==> src/rtl/pkt_ts_pkg.sv <==
// Package: shared address map and status bit positions for the
// packet timestamp latch bank. Assumes word addresses, one 32-bit word each.
package pkt_ts_pkg;
    // control word: bit 0 enables the transmit interrupt
    localparam int A_CTRL    = 0;
    // status word: occupancy and overflow flags
    localparam int A_STAT    = 1;
    // transmit latch words
    localparam int A_TX_LO   = 2;
    localparam int A_TX_HI   = 3;
    // clear read: frees everything
    localparam int A_CLR     = 4;
    // receive slot i: low word at base+2i, high word at base+2i+1
    localparam int A_RX_BASE = 8;

    localparam int STAT_TX_BIT  = 8;
    localparam int STAT_OVF_BIT = 9;

    // low-word address of receive slot i
    function automatic int rx_lo_addr(input int i);
        return A_RX_BASE + 2 * i;
    endfunction

    // high-word address of receive slot i
    function automatic int rx_hi_addr(input int i);
        return A_RX_BASE + 2 * i + 1;
    endfunction
endpackage

==> src/rtl/pkt_ts_slot.sv <==
// Module: one timestamp latch entry.
// Holds a time value and an occupied flag. A release frees the entry; a
// load in the same cycle is applied after the release. A load into an
// occupied entry that is not being released is ignored.
module pkt_ts_slot #(
    parameter int TS_W = 64
) (
    input  logic            clk,
    input  logic            rst_n,
    input  logic            load_i,
    input  logic            release_i,
    input  logic [TS_W-1:0] din_i,
    output logic            valid_o,
    output logic [TS_W-1:0] value_o
);
    logic taking;

    // accept a load only into an entry that is free after this cycle's release
    always_comb taking = load_i && (!valid_o || release_i);

    // entry state: release first, then capture
    always_ff @(posedge clk) begin
        if (!rst_n) begin
            valid_o <= 1'b0;
            value_o <= '0;
        end else if (taking) begin
            valid_o <= 1'b1;
            value_o <= din_i;
        end else if (release_i) begin
            valid_o <= 1'b0;
        end
    end

    // a release with no load leaves the entry free
    a_r4_release_frees: assert property (@(posedge clk) disable iff (!rst_n)
        release_i && !load_i |=> !valid_o);

    // an occupied entry that is not released keeps its value
    a_r6_hold_while_busy: assert property (@(posedge clk) disable iff (!rst_n)
        valid_o && !release_i |=> valid_o && $stable(value_o));

    // a load into a free entry stores the presented time
    a_r2_load_stores: assert property (@(posedge clk) disable iff (!rst_n)
        load_i && !valid_o |=> valid_o && (value_o == $past(din_i)));
endmodule

==> src/rtl/pkt_ts_rx_alloc.sv <==
// Module: receive slot allocator.
// Picks the lowest-numbered slot that is free once this cycle's releases
// are applied. Purely combinational; clock and reset serve the assertions.
module pkt_ts_rx_alloc #(
    parameter int N_RX  = 4,
    parameter int IDX_W = 2
) (
    input  logic             clk,
    input  logic             rst_n,
    input  logic             req_i,
    input  logic [N_RX-1:0]  occ_i,
    input  logic [N_RX-1:0]  rel_i,
    output logic [N_RX-1:0]  grant_o,
    output logic [IDX_W-1:0] idx_o,
    output logic             hit_o,
    output logic             drop_o
);
    logic [N_RX-1:0] free_mask;

    // a slot is free if empty or being released this cycle
    always_comb free_mask = ~occ_i | rel_i;

    // lowest-index priority pick among free slots
    always_comb begin
        grant_o = '0;
        idx_o   = '0;
        hit_o   = 1'b0;
        for (int i = 0; i < N_RX; i++) begin
            if (req_i && free_mask[i] && !hit_o) begin
                grant_o[i] = 1'b1;
                idx_o      = IDX_W'(i);
                hit_o      = 1'b1;
            end
        end
    end

    // a request with no free slot is lost
    always_comb drop_o = req_i && !hit_o;

    // at most one slot is granted
    a_r2_single_grant: assert property (@(posedge clk) disable iff (!rst_n)
        $onehot0(grant_o));

    // a drop only happens when every slot is held and none is released
    a_r3_drop_only_full: assert property (@(posedge clk) disable iff (!rst_n)
        drop_o |-> (&occ_i) && (rel_i == '0));

    // a granted slot is never one that stays occupied
    a_r5_grant_is_free: assert property (@(posedge clk) disable iff (!rst_n)
        hit_o |-> ((grant_o & occ_i & ~rel_i) == '0));
endmodule

==> src/rtl/pkt_ts_regs.sv <==
// Module: register read/write port for the latch bank.
// Decodes reads into release strobes, muxes read data into a register
// (one cycle read latency) and holds the control word. Assumes N_RX <= 8
// and DATA_W >= 10 so status fields fit.
module pkt_ts_regs
    import pkt_ts_pkg::*;
#(
    parameter int N_RX   = 4,
    parameter int DATA_W = 32,
    parameter int ADDR_W = 5,
    localparam int TS_W  = 2 * DATA_W
) (
    input  logic                       clk,
    input  logic                       rst_n,
    input  logic                       wr_en,
    input  logic [ADDR_W-1:0]          wr_addr,
    input  logic [DATA_W-1:0]          wr_data,
    input  logic                       rd_en,
    input  logic [ADDR_W-1:0]          rd_addr,
    input  logic [N_RX-1:0][TS_W-1:0]  rx_vals,
    input  logic [N_RX-1:0]            rx_occ,
    input  logic [TS_W-1:0]            tx_val,
    input  logic                       tx_occ,
    input  logic                       ovf,
    output logic                       irq_en,
    output logic [N_RX-1:0]            rx_rel,
    output logic                       tx_rel,
    output logic                       clr_all,
    output logic                       rd_valid,
    output logic [DATA_W-1:0]          rd_data
);
    logic [DATA_W-1:0] status;
    logic [DATA_W-1:0] rdata_n;
    logic              wdata_unused;

    // upper control bits are reserved
    always_comb wdata_unused = ^wr_data[DATA_W-1:1];

    // status word assembly
    always_comb begin
        status                 = '0;
        status[N_RX-1:0]       = rx_occ;
        status[STAT_TX_BIT]    = tx_occ;
        status[STAT_OVF_BIT]   = ovf;
    end

    // clear read strobe
    always_comb clr_all = rd_en && (rd_addr == ADDR_W'(A_CLR));

    // transmit release on its high-word read or a clear
    always_comb tx_rel = clr_all || (rd_en && (rd_addr == ADDR_W'(A_TX_HI)));

    // per-slot release on its high-word read or a clear
    for (genvar g = 0; g < N_RX; g++) begin : g_rel
        always_comb rx_rel[g] = clr_all ||
            (rd_en && (rd_addr == ADDR_W'(rx_hi_addr(g))));
    end

    // read data mux over the address map
    always_comb begin
        rdata_n = '0;
        if (rd_addr == ADDR_W'(A_CTRL))  rdata_n[0] = irq_en;
        if (rd_addr == ADDR_W'(A_STAT))  rdata_n = status;
        if (rd_addr == ADDR_W'(A_CLR))   rdata_n = status;
        if (rd_addr == ADDR_W'(A_TX_LO)) rdata_n = tx_val[DATA_W-1:0];
        if (rd_addr == ADDR_W'(A_TX_HI)) rdata_n = tx_val[TS_W-1:DATA_W];
        for (int i = 0; i < N_RX; i++) begin
            if (rd_addr == ADDR_W'(rx_lo_addr(i))) rdata_n = rx_vals[i][DATA_W-1:0];
            if (rd_addr == ADDR_W'(rx_hi_addr(i))) rdata_n = rx_vals[i][TS_W-1:DATA_W];
        end
    end

    // registered read response
    always_ff @(posedge clk) begin
        if (!rst_n) begin
            rd_valid <= 1'b0;
            rd_data  <= '0;
        end else begin
            rd_valid <= rd_en;
            if (rd_en) rd_data <= rdata_n;
        end
    end

    // control word write
    always_ff @(posedge clk) begin
        if (!rst_n)                                     irq_en <= 1'b0;
        else if (wr_en && wr_addr == ADDR_W'(A_CTRL))   irq_en <= wr_data[0];
    end

    // a read is answered exactly one cycle later
    a_r9_read_latency: assert property (@(posedge clk) disable iff (!rst_n)
        rd_en |=> rd_valid);
    a_r9_no_spurious: assert property (@(posedge clk) disable iff (!rst_n)
        !rd_en |=> !rd_valid);

    // a control write lands in the enable bit
    a_r10_ctrl_write: assert property (@(posedge clk) disable iff (!rst_n)
        wr_en && (wr_addr == ADDR_W'(A_CTRL)) |=> irq_en == $past(wr_data[0]));
endmodule

==> src/rtl/pkt_ts_latch_bank.sv <==
// Module: packet timestamp latch bank (top).
// Captures cur_time into the lowest free receive slot on rx_evt, and into
// the transmit latch on tx_evt when it is empty. Entries are freed by
// high-word reads or a clear read. Assumes event strobes are single-cycle
// and synchronous to clk.
module pkt_ts_latch_bank
    import pkt_ts_pkg::*;
#(
    parameter int  N_RX   = 4,
    parameter int  DATA_W = 32,
    parameter int  ADDR_W = 5,
    localparam int TS_W   = 2 * DATA_W,
    localparam int IDX_W  = $clog2(N_RX)
) (
    input  logic              clk,
    input  logic              rst_n,
    input  logic [TS_W-1:0]   cur_time,
    input  logic              rx_evt,
    input  logic              tx_evt,
    output logic              rx_cap_vld,
    output logic [IDX_W-1:0]  rx_cap_idx,
    output logic              tx_irq,
    input  logic              wr_en,
    input  logic [ADDR_W-1:0] wr_addr,
    input  logic [DATA_W-1:0] wr_data,
    input  logic              rd_en,
    input  logic [ADDR_W-1:0] rd_addr,
    output logic              rd_valid,
    output logic [DATA_W-1:0] rd_data
);
    logic [N_RX-1:0]            rx_occ;
    logic [N_RX-1:0][TS_W-1:0]  rx_vals;
    logic [N_RX-1:0]            rx_rel;
    logic [N_RX-1:0]            grant;
    logic [IDX_W-1:0]           grant_idx;
    logic                       hit;
    logic                       drop;
    logic                       tx_occ;
    logic [TS_W-1:0]            tx_val;
    logic                       tx_rel;
    logic                       clr_all;
    logic                       irq_en;
    logic                       ovf;

    // receive slot allocation
    pkt_ts_rx_alloc #(.N_RX(N_RX), .IDX_W(IDX_W)) u_alloc (
        .clk(clk), .rst_n(rst_n), .req_i(rx_evt), .occ_i(rx_occ),
        .rel_i(rx_rel), .grant_o(grant), .idx_o(grant_idx),
        .hit_o(hit), .drop_o(drop)
    );

    // receive slots
    for (genvar g = 0; g < N_RX; g++) begin : g_rx
        pkt_ts_slot #(.TS_W(TS_W)) u_slot (
            .clk(clk), .rst_n(rst_n), .load_i(grant[g]),
            .release_i(rx_rel[g]), .din_i(cur_time),
            .valid_o(rx_occ[g]), .value_o(rx_vals[g])
        );
    end

    // transmit latch
    pkt_ts_slot #(.TS_W(TS_W)) u_tx (
        .clk(clk), .rst_n(rst_n), .load_i(tx_evt), .release_i(tx_rel),
        .din_i(cur_time), .valid_o(tx_occ), .value_o(tx_val)
    );

    // register port
    pkt_ts_regs #(.N_RX(N_RX), .DATA_W(DATA_W), .ADDR_W(ADDR_W)) u_regs (
        .clk(clk), .rst_n(rst_n), .wr_en(wr_en), .wr_addr(wr_addr),
        .wr_data(wr_data), .rd_en(rd_en), .rd_addr(rd_addr),
        .rx_vals(rx_vals), .rx_occ(rx_occ), .tx_val(tx_val),
        .tx_occ(tx_occ), .ovf(ovf), .irq_en(irq_en), .rx_rel(rx_rel),
        .tx_rel(tx_rel), .clr_all(clr_all), .rd_valid(rd_valid),
        .rd_data(rd_data)
    );

    // sticky overflow: set by a lost capture, cleared by a clear read
    always_ff @(posedge clk) begin
        if (!rst_n)       ovf <= 1'b0;
        else if (clr_all) ovf <= 1'b0;
        else if (drop)    ovf <= 1'b1;
    end

    // capture report one cycle after the event
    always_ff @(posedge clk) begin
        if (!rst_n) begin
            rx_cap_vld <= 1'b0;
            rx_cap_idx <= '0;
        end else begin
            rx_cap_vld <= hit;
            if (hit) rx_cap_idx <= grant_idx;
        end
    end

    // transmit interrupt level
    always_comb tx_irq = tx_occ && irq_en;

    // once set, overflow holds until a clear read
    a_r3_overflow_sticky: assert property (@(posedge clk) disable iff (!rst_n)
        ovf && !clr_all |=> ovf);

    // a full bank with no release reports no capture
    a_r3_full_no_report: assert property (@(posedge clk) disable iff (!rst_n)
        rx_evt && (&rx_occ) && (rx_rel == '0) |=> !rx_cap_vld);

    // a clear read with no new event empties everything
    a_r8_clear_empties: assert property (@(posedge clk) disable iff (!rst_n)
        clr_all && !rx_evt && !tx_evt |=> (rx_occ == '0) && !tx_occ && !ovf);

    // releasing the transmit latch drops the interrupt
    a_r7_irq_falls: assert property (@(posedge clk) disable iff (!rst_n)
        tx_rel && !tx_evt |=> !tx_irq);
endmodule

==> config.mk <==
export PLATFORM = sky130hd
export DESIGN_NAME = pkt_ts_latch_bank
export DESIGN_NICKNAME = d
export VERILOG_FILES = /design/src/rtl/pkt_ts_pkg.sv /design/src/rtl/pkt_ts_slot.sv /design/src/rtl/pkt_ts_rx_alloc.sv /design/src/rtl/pkt_ts_regs.sv /design/src/rtl/pkt_ts_latch_bank.sv
export SDC_FILE = /design/constraint.sdc
export NUM_CORES = 1
export LEC_CHECK = 0
export BUFFER_PORTS_ARGS = -buffer_cell sky130_fd_sc_hd__buf_2
export CAP_MARGIN = 20
export CELL_PAD_IN_SITES_DETAIL_PLACEMENT = 0
export CELL_PAD_IN_SITES_GLOBAL_PLACEMENT = 1
export CORE_MARGIN = 4
export CORE_UTILIZATION = 45
export CTS_CLUSTER_DIAMETER = 100
export CTS_CLUSTER_SIZE = 16
export DETAILED_ROUTE_END_ITERATION = 8
export PLACE_DENSITY_LB_ADDON = 0.25
export SLEW_MARGIN = 5
export SYNTH_ARGS = -nofsm -noshare
export SYNTH_HDL_FRONTEND = slang
export SYNTH_SLANG_ARGS = --single-unit
==> constraint.sdc <==
create_clock -name clk -period 2.7 [get_ports clk]
set_clock_uncertainty 0.1 [all_clocks]
set_input_delay 0.405 -clock clk [delete_from_list [all_inputs] [get_ports clk]]
set_output_delay 0.405 -clock clk [all_outputs]
set_load 0.01 [all_outputs]
Yosys cells after proc, flatten, opt, wreduce, memory -nomap -nowiden --
Index checks and enable logic that the tools add are counted.
Storage, ports and cells: bits in registers 363, bits of input ports 112, logic and storage cells 112
Operators by class: equal/unequal tests 12, mux-type cells 33, bitwise logic cells 3, reduce and logical (&&, ||, !) cells 48
Operator list (count):
- two-way mux 32 bit | 10
- == test 5 x 4 -> 1 bit, second input constant | 8
- logical AND 1 bit | 21
- two-way mux 10 bit | 2
- two-way mux 1 bit | 19
- == test 5 x 2 -> 1 bit, second input constant | 2
- zero test 5 bit | 2
- logical OR 1 bit | 10
- nonzero test 2 bit | 5
- zero test 1 bit | 9
- == test 5 x 1 -> 1 bit, second input constant | 1
- == test 5 x 3 -> 1 bit, second input constant | 1
- two-way mux 2 bit | 2
- NOT 4 bit | 1
- bitwise OR 4 bit | 1
- OR reduction 2 bit | 1
- NOT 1 bit | 1

Longest topological paths before layout --
depth in word-level cells 17, gate-level depth with buffers 10, mapped depth without buffers 5

Modules after synthesis --
A second synthesis with hierarchy kept.
Second synthesis, totals: cell total of the unflattened synthesis 2075, area, all modules 17972.2 sq um
Modules (own cells, without submodules):
- pkt_ts_slot | times used 5, cells each 281, area an instance 2661.3 sq um, seq. area each 1301.2 sq um
- pkt_ts_regs | times used 1, cells each 640, area an instance 4401.7 sq um, seq. area each 680.7 sq um
- pkt_ts_latch_bank | times used 1, cells each 12, area an instance 137.6 sq um, seq. area each 80.1 sq um
- pkt_ts_rx_alloc | times used 1, cells each 18, area an instance 126.4 sq um, seq. area each 0.0 sq um

Least setup slack after synthesis --
Ideal clock, no wire load.
path type input -> register, from input port rd_en, to register u_tx.value_o[10], library setup time 116 ps, data arrival time 1811 ps, data required time 2484 ps, setup slack 673 ps, stages 9, path buffers 4, cells stage by stage buf_2 -> inv_1 -> buf_2 -> nor4_1 -> o21ai_1 -> buf_2 -> buf_4 -> mux2i_1 -> nor2b_1
Between the ends: word-level cells in the longest chain between the ends 4, elaborated cells between the ends (all ways) 5, classes of those cells reduce/logical: 5
Ends and longest elaborated chain:
- start: declaration | line pkt_ts_latch_bank.sv:26 | input logic rd_en,
- logical AND 1 bit, on equally long branches | line pkt_ts_regs.sv:48, pkt_ts_regs.sv:51
- logical OR 1 bit (*) | line pkt_ts_regs.sv:51 | always_comb tx_rel = clr_all || (rd_en && (rd_addr == ADDR_W'(A_TX_HI)));
- logical OR 1 bit (*) | line pkt_ts_slot.sv:19 | always_comb taking = load_i && (!valid_o || release_i);
- logical AND 1 bit (*) | line pkt_ts_slot.sv:19
- end signal: assignment | line pkt_ts_slot.sv:28 | value_o <= din_i;
- end: declaration | line pkt_ts_slot.sv:14 | output logic [TS_W-1:0] value_o
Mark *: on every way between the ends. The rest lies on a longest branch, timed or not. A chain may end at the register's enable or synchronous reset.

Final worst setup path --
from register g_rx[0].u_slot.valid_o, to register g_rx[3].u_slot.value_o[19]
Between the ends: word-level cells in the longest chain between the ends 14
Ends and longest elaborated chain:
- start: declaration | line pkt_ts_slot.sv:13 | output logic valid_o,
- start signal: assignment | line pkt_ts_slot.sv:24 | valid_o <= 1'b0;
- start signal: assignment | line pkt_ts_slot.sv:27 | valid_o <= 1'b1;
- start signal: assignment | line pkt_ts_slot.sv:30 | valid_o <= 1'b0;
- NOT 4 bit (*) | line pkt_ts_rx_alloc.sv:21 | always_comb free_mask = ~occ_i | rel_i;
- bitwise OR 4 bit (*) | line pkt_ts_rx_alloc.sv:21
- logical AND 1 bit (*) | line pkt_ts_rx_alloc.sv:29 | if (req_i && free_mask[i] && !hit_o) begin
- two-way mux 1 bit (*) | line pkt_ts_rx_alloc.sv:29
- zero test 1 bit | line pkt_ts_rx_alloc.sv:29
- logical AND 1 bit | line pkt_ts_rx_alloc.sv:29
- two-way mux 1 bit (*) | line pkt_ts_rx_alloc.sv:29
- zero test 1 bit | line pkt_ts_rx_alloc.sv:29
- logical AND 1 bit | line pkt_ts_rx_alloc.sv:29
- two-way mux 1 bit (*) | line pkt_ts_rx_alloc.sv:29
- zero test 1 bit (*) | line pkt_ts_rx_alloc.sv:29
- logical AND 1 bit (*) | line pkt_ts_rx_alloc.sv:29
- two-way mux 1 bit (*) | line pkt_ts_rx_alloc.sv:29
- logical AND 1 bit (*) | line pkt_ts_slot.sv:19
- end signal: assignment | line pkt_ts_slot.sv:28
- end: declaration | line pkt_ts_slot.sv:14
Marked as above.

==> qor.csv <==
stage,metric,value,unit
timing,finalHoldViolCount,0,
placed_design,portBuffers,117,
power_and_ir_drop,power_frac_clock,0.345,
floorplanning,fp-row-count,70,
timing,fin_tns_setup,0,ps
floorplanning,start_util,0.4600,
yosys,yosysWarnings,0,
timing,fmax,0.4625,GHz
timing,rsz0062_at_grt,false,
floorplanning,core_area,36870,µm²
yosys,synthTopCellsByArea,"dfxtp_1 43%, mux2i_1 12%, nand2_1 7.0%",
power_and_ir_drop,intPower,7.891,mW
yosys,synthTopCellsByCount,"363 x dfxtp_1, 316 x nand2_1, 200 x mux2i_1",
clock_network,insertion_delay,570,ps
critical_path,r2r_slack,540,ps
grt,overflow,0,
detailed_routing,drt_iter0_markers,1355,
floorplanning,floorplan.die_area,40860,µm²
floorplanning,ios,149,
timing,setup_viol,0,
placed_design,place_congestion,0.9464,
grt,grt_max_degree,140,
placed_design,dp_hpwl,37540,µm
yosys,post-synth-top-area-cell,dfxtp_1,
clock_network,path_clk_slew,80,ps
timing,timing.final.crit_period,2162,ps
finish,areaGrowthSynthToFinish,13.15,%
detailed_routing,drc,0,
yosys,syn_inst,1916,
power_and_ir_drop,peakVddDrop,472.5,µV
yosys,yosysMostFrequentCell,dfxtp_1,
min_path,hp-class,primary input to flop,
detailed_routing,vias,14728,
yosys,synth.avg_cell_area,8.852,µm²
power_and_ir_drop,p_sw,2.825,mW
status,outcome,"finished, final reports clean",
power_and_ir_drop,p_seq_frac,0.527,
power_and_ir_drop,p_leak,7.761,nW
yosys,synth_edf_count,0,
yosys,synth-seq-cells,363,
detailed_routing,detail-route-antenna-nets,0,
detailed_routing,first_pass_iters,6,
grt,antenna_found_initial,1,
job,cap_violations,0,
detailed_routing,avgViaCountPerCell,5.828,
clock_network,clk_root_buffer_cell,clkbuf_16,
yosys,synthesis.nets,2028,
critical_path,critPathCaptureType,flop,
grt,grt_pass1_vias,13880,
power_and_ir_drop,swShare,0.2636,
critical_path,worstPathMaxFanout,48,
power_and_ir_drop,pwr-share-comb,0.128,
finish,num-fill-cells,3521,
detailed_routing,post_drt_wl_per_cell,22.39,µm
finish,postLayoutCellArea,19190,µm²
finish,finalNetCount,2133,
clock_network,clk_path_buf_depth,3,
critical_path,worst_ep_required_time,3090,ps
power_and_ir_drop,power_density,558.4,nW/µm²
yosys,ys_seq_area_frac,0.4284,
clock_network,cts_tree,built,
clock_network,cts.sinks,363,
clock_network,htreeDepth,1,
timing,slew_violations,0,
floorplanning,die_x,202.1,µm
critical_path,critPathLaunchType,flop,
grt,grt_use_total,0.2661,
critical_path,critPathKind,flop to flop,
yosys,ys_types,80,
timing,relSlewSlack,0.2185,
critical_path,crit_arrival,2560,ps
yosys,synthArstFlopShare,0,
yosys,yosysTopAreaCellShare,0.4284,
yosys,synth_flop_cell,dfxtp_1,
finish,drive_gt1_frac,0.1444,
grt,grt_pass1_wl,85480,µm
clock_network,cts_buffers,26,
placed_design,postPlaceCellArea,18310,µm²
floorplanning,die_h,202.1,µm
timing,worst_pin_slew,1168,ps
yosys,syn-cell-area,16960,µm²
timing,post-route-period-util,0.8009,
detailed_routing,drt-total-wl,56580,µm
timing repair:
| action | 4_1_cts | 5_1_grt |
|---|---|---|
| hold buffers | 17 | 0 |
| resized for setup | 0 | 0 |
| setup buffers | 0 | 0 |
| hold endpoints to repair | 18 | 0 |
layout by cell type (no fill, tap or decap), types with 7 or more instances in the layout:
| cell | count |
|---|---|
| dlygate4sd3_1 | 17 |
| nor2_1 | 60 |
| o21ai_0 | 101 |
| a32oi_1 | 9 |
| o211a_1 | 8 |
| inv_1 | 12 |
| a221o_1 | 11 |
| o21a_1 | 7 |
| dfxtp_1 | 363 |
| clkbuf_16 | 26 |
| nand2b_1 | 10 |
| o21ai_1 | 36 |
| buf_12 | 15 |
| o221ai_1 | 10 |
| a211oi_1 | 16 |
| o311a_1 | 10 |
| a21oi_1 | 79 |
| nand3b_1 | 8 |
| a21o_1 | 14 |
| nor2b_1 | 141 |
| o22a_1 | 9 |
| nor3_1 | 14 |
| a221oi_1 | 14 |
| buf_2 | 116 |
| nand2_1 | 316 |
| a222oi_1 | 9 |
| a21boi_0 | 49 |
| mux2i_1 | 200 |
| buf_4 | 93 |
| a21boi_1 | 18 |
| o22ai_1 | 14 |
| a2bb2oi_1 | 26 |
| nand3_1 | 79 |
registers in the layout (all words and copies together) (netlist names):
signal / cells
ovf: 1
u_regs.rd_valid: 1
u_regs.irq_en: 1
u_tx.value_o: 64
rx_cap_idx: 2
g_rx.u_slot.valid_o: 4
u_regs.rd_data: 32
u_tx.valid_o: 1
rx_cap_vld: 1
g_rx.u_slot.value_o: 256
power groups by stage:
stage	Clock (mW)	Sequential [mW]	Combinational, mW
floorplan	0	5.75	0.826
global placement	0	5.76	1.31
detailed placement	0	5.77	1.33
CTS	3.80	5.65	1.35
global route	3.95	5.67	1.47
finish	3.70	5.65	1.37
through the flow:
step / instances / setup WS [ps] / total power, mW / hold slack [ps] / util
4_1_cts: 2525 / 579.4 / 10.80 / 0.7147 / 0.5201
6_report: 2527 / 537.7 / 10.72 / 19.25 / 0.5205
3_3_place_gp: 2479 / 8.960 / 7.077 / 339.4 / 0.4965
3_5_place_dp: 2479 / -17.00 / 7.101 / 341.3 / 0.4965
5_1_grt: 2527 / 421.0 / 11.10 / 14.64 / 0.5205
2_1_floorplan: 1916 / 672.8 / 6.572 / 329.6 / -
kinds of logic (layout without fill, tap and decap cells):
kind of cell,Yosys count,in the layout,synth area share
DFF,363,363,0.4284
AOI/OAI and AO/OA,484,484,0.1956
and+or+nand+nor,685,685,0.1967
buffers and inverters,179,285,0.05769
muxes,204,204,0.1207
xor gates and xnor gates,1,1,0.0009592
other,0,1,0
worst max-delay path, cell delays in order, from the launching register on:
cell	delay [ps]
dfxtp_1	470
o311a_1	320
nand3_1	210
nor3b_4	300
buf_12	380
mux2i_1	250
layer usage:
layer | share of wire | GRT usage | routed length (µm) | vias up
met5 | 0 | 0 | 0 | -
met4 | 0.033 | 0.08002 | 1850 | 0
met3 | 0.067 | 0.04556 | 3773 | 84
met2 | 0.44 | 0.4150 | 24890 | 490
met1 | 0.46 | 0.3795 | 26060 | 7184
li1 | - | - | - | 6970
final timing paths:
check	cells after the start	from	endpoint
setup / recovery	5	g_rx[0].u_slot.valid_o	g_rx[3].u_slot.value_o[19]
hold / removal	3	cur_time[41]	g_rx[0].u_slot.value_o[41]
setup reg to reg	5	g_rx[0].u_slot.valid_o	g_rx[3].u_slot.value_o[19]
hold reg to reg	2	u_regs.rd_data[12]	u_regs.rd_data[12]
area by class of cell:
cell class | count | area, µm² | share of cell area
Clock inverter | 2 | 46.29 | 0.002412
Sequential cell | 363 | 7267 | 0.3786
Tap cell | 504 | 630.6 | 0.03286
Inverter | 13 | 48.80 | 0.002543
Clock buffer | 27 | 654.4 | 0.03410
Timing Repair Buffer | 243 | 1775 | 0.09251
Antenna cell | 1 | 2.502 | 0.0001304
Multi-Input combinational cell | 1374 | 8767 | 0.4568
(Power assumes the default switching activity.)
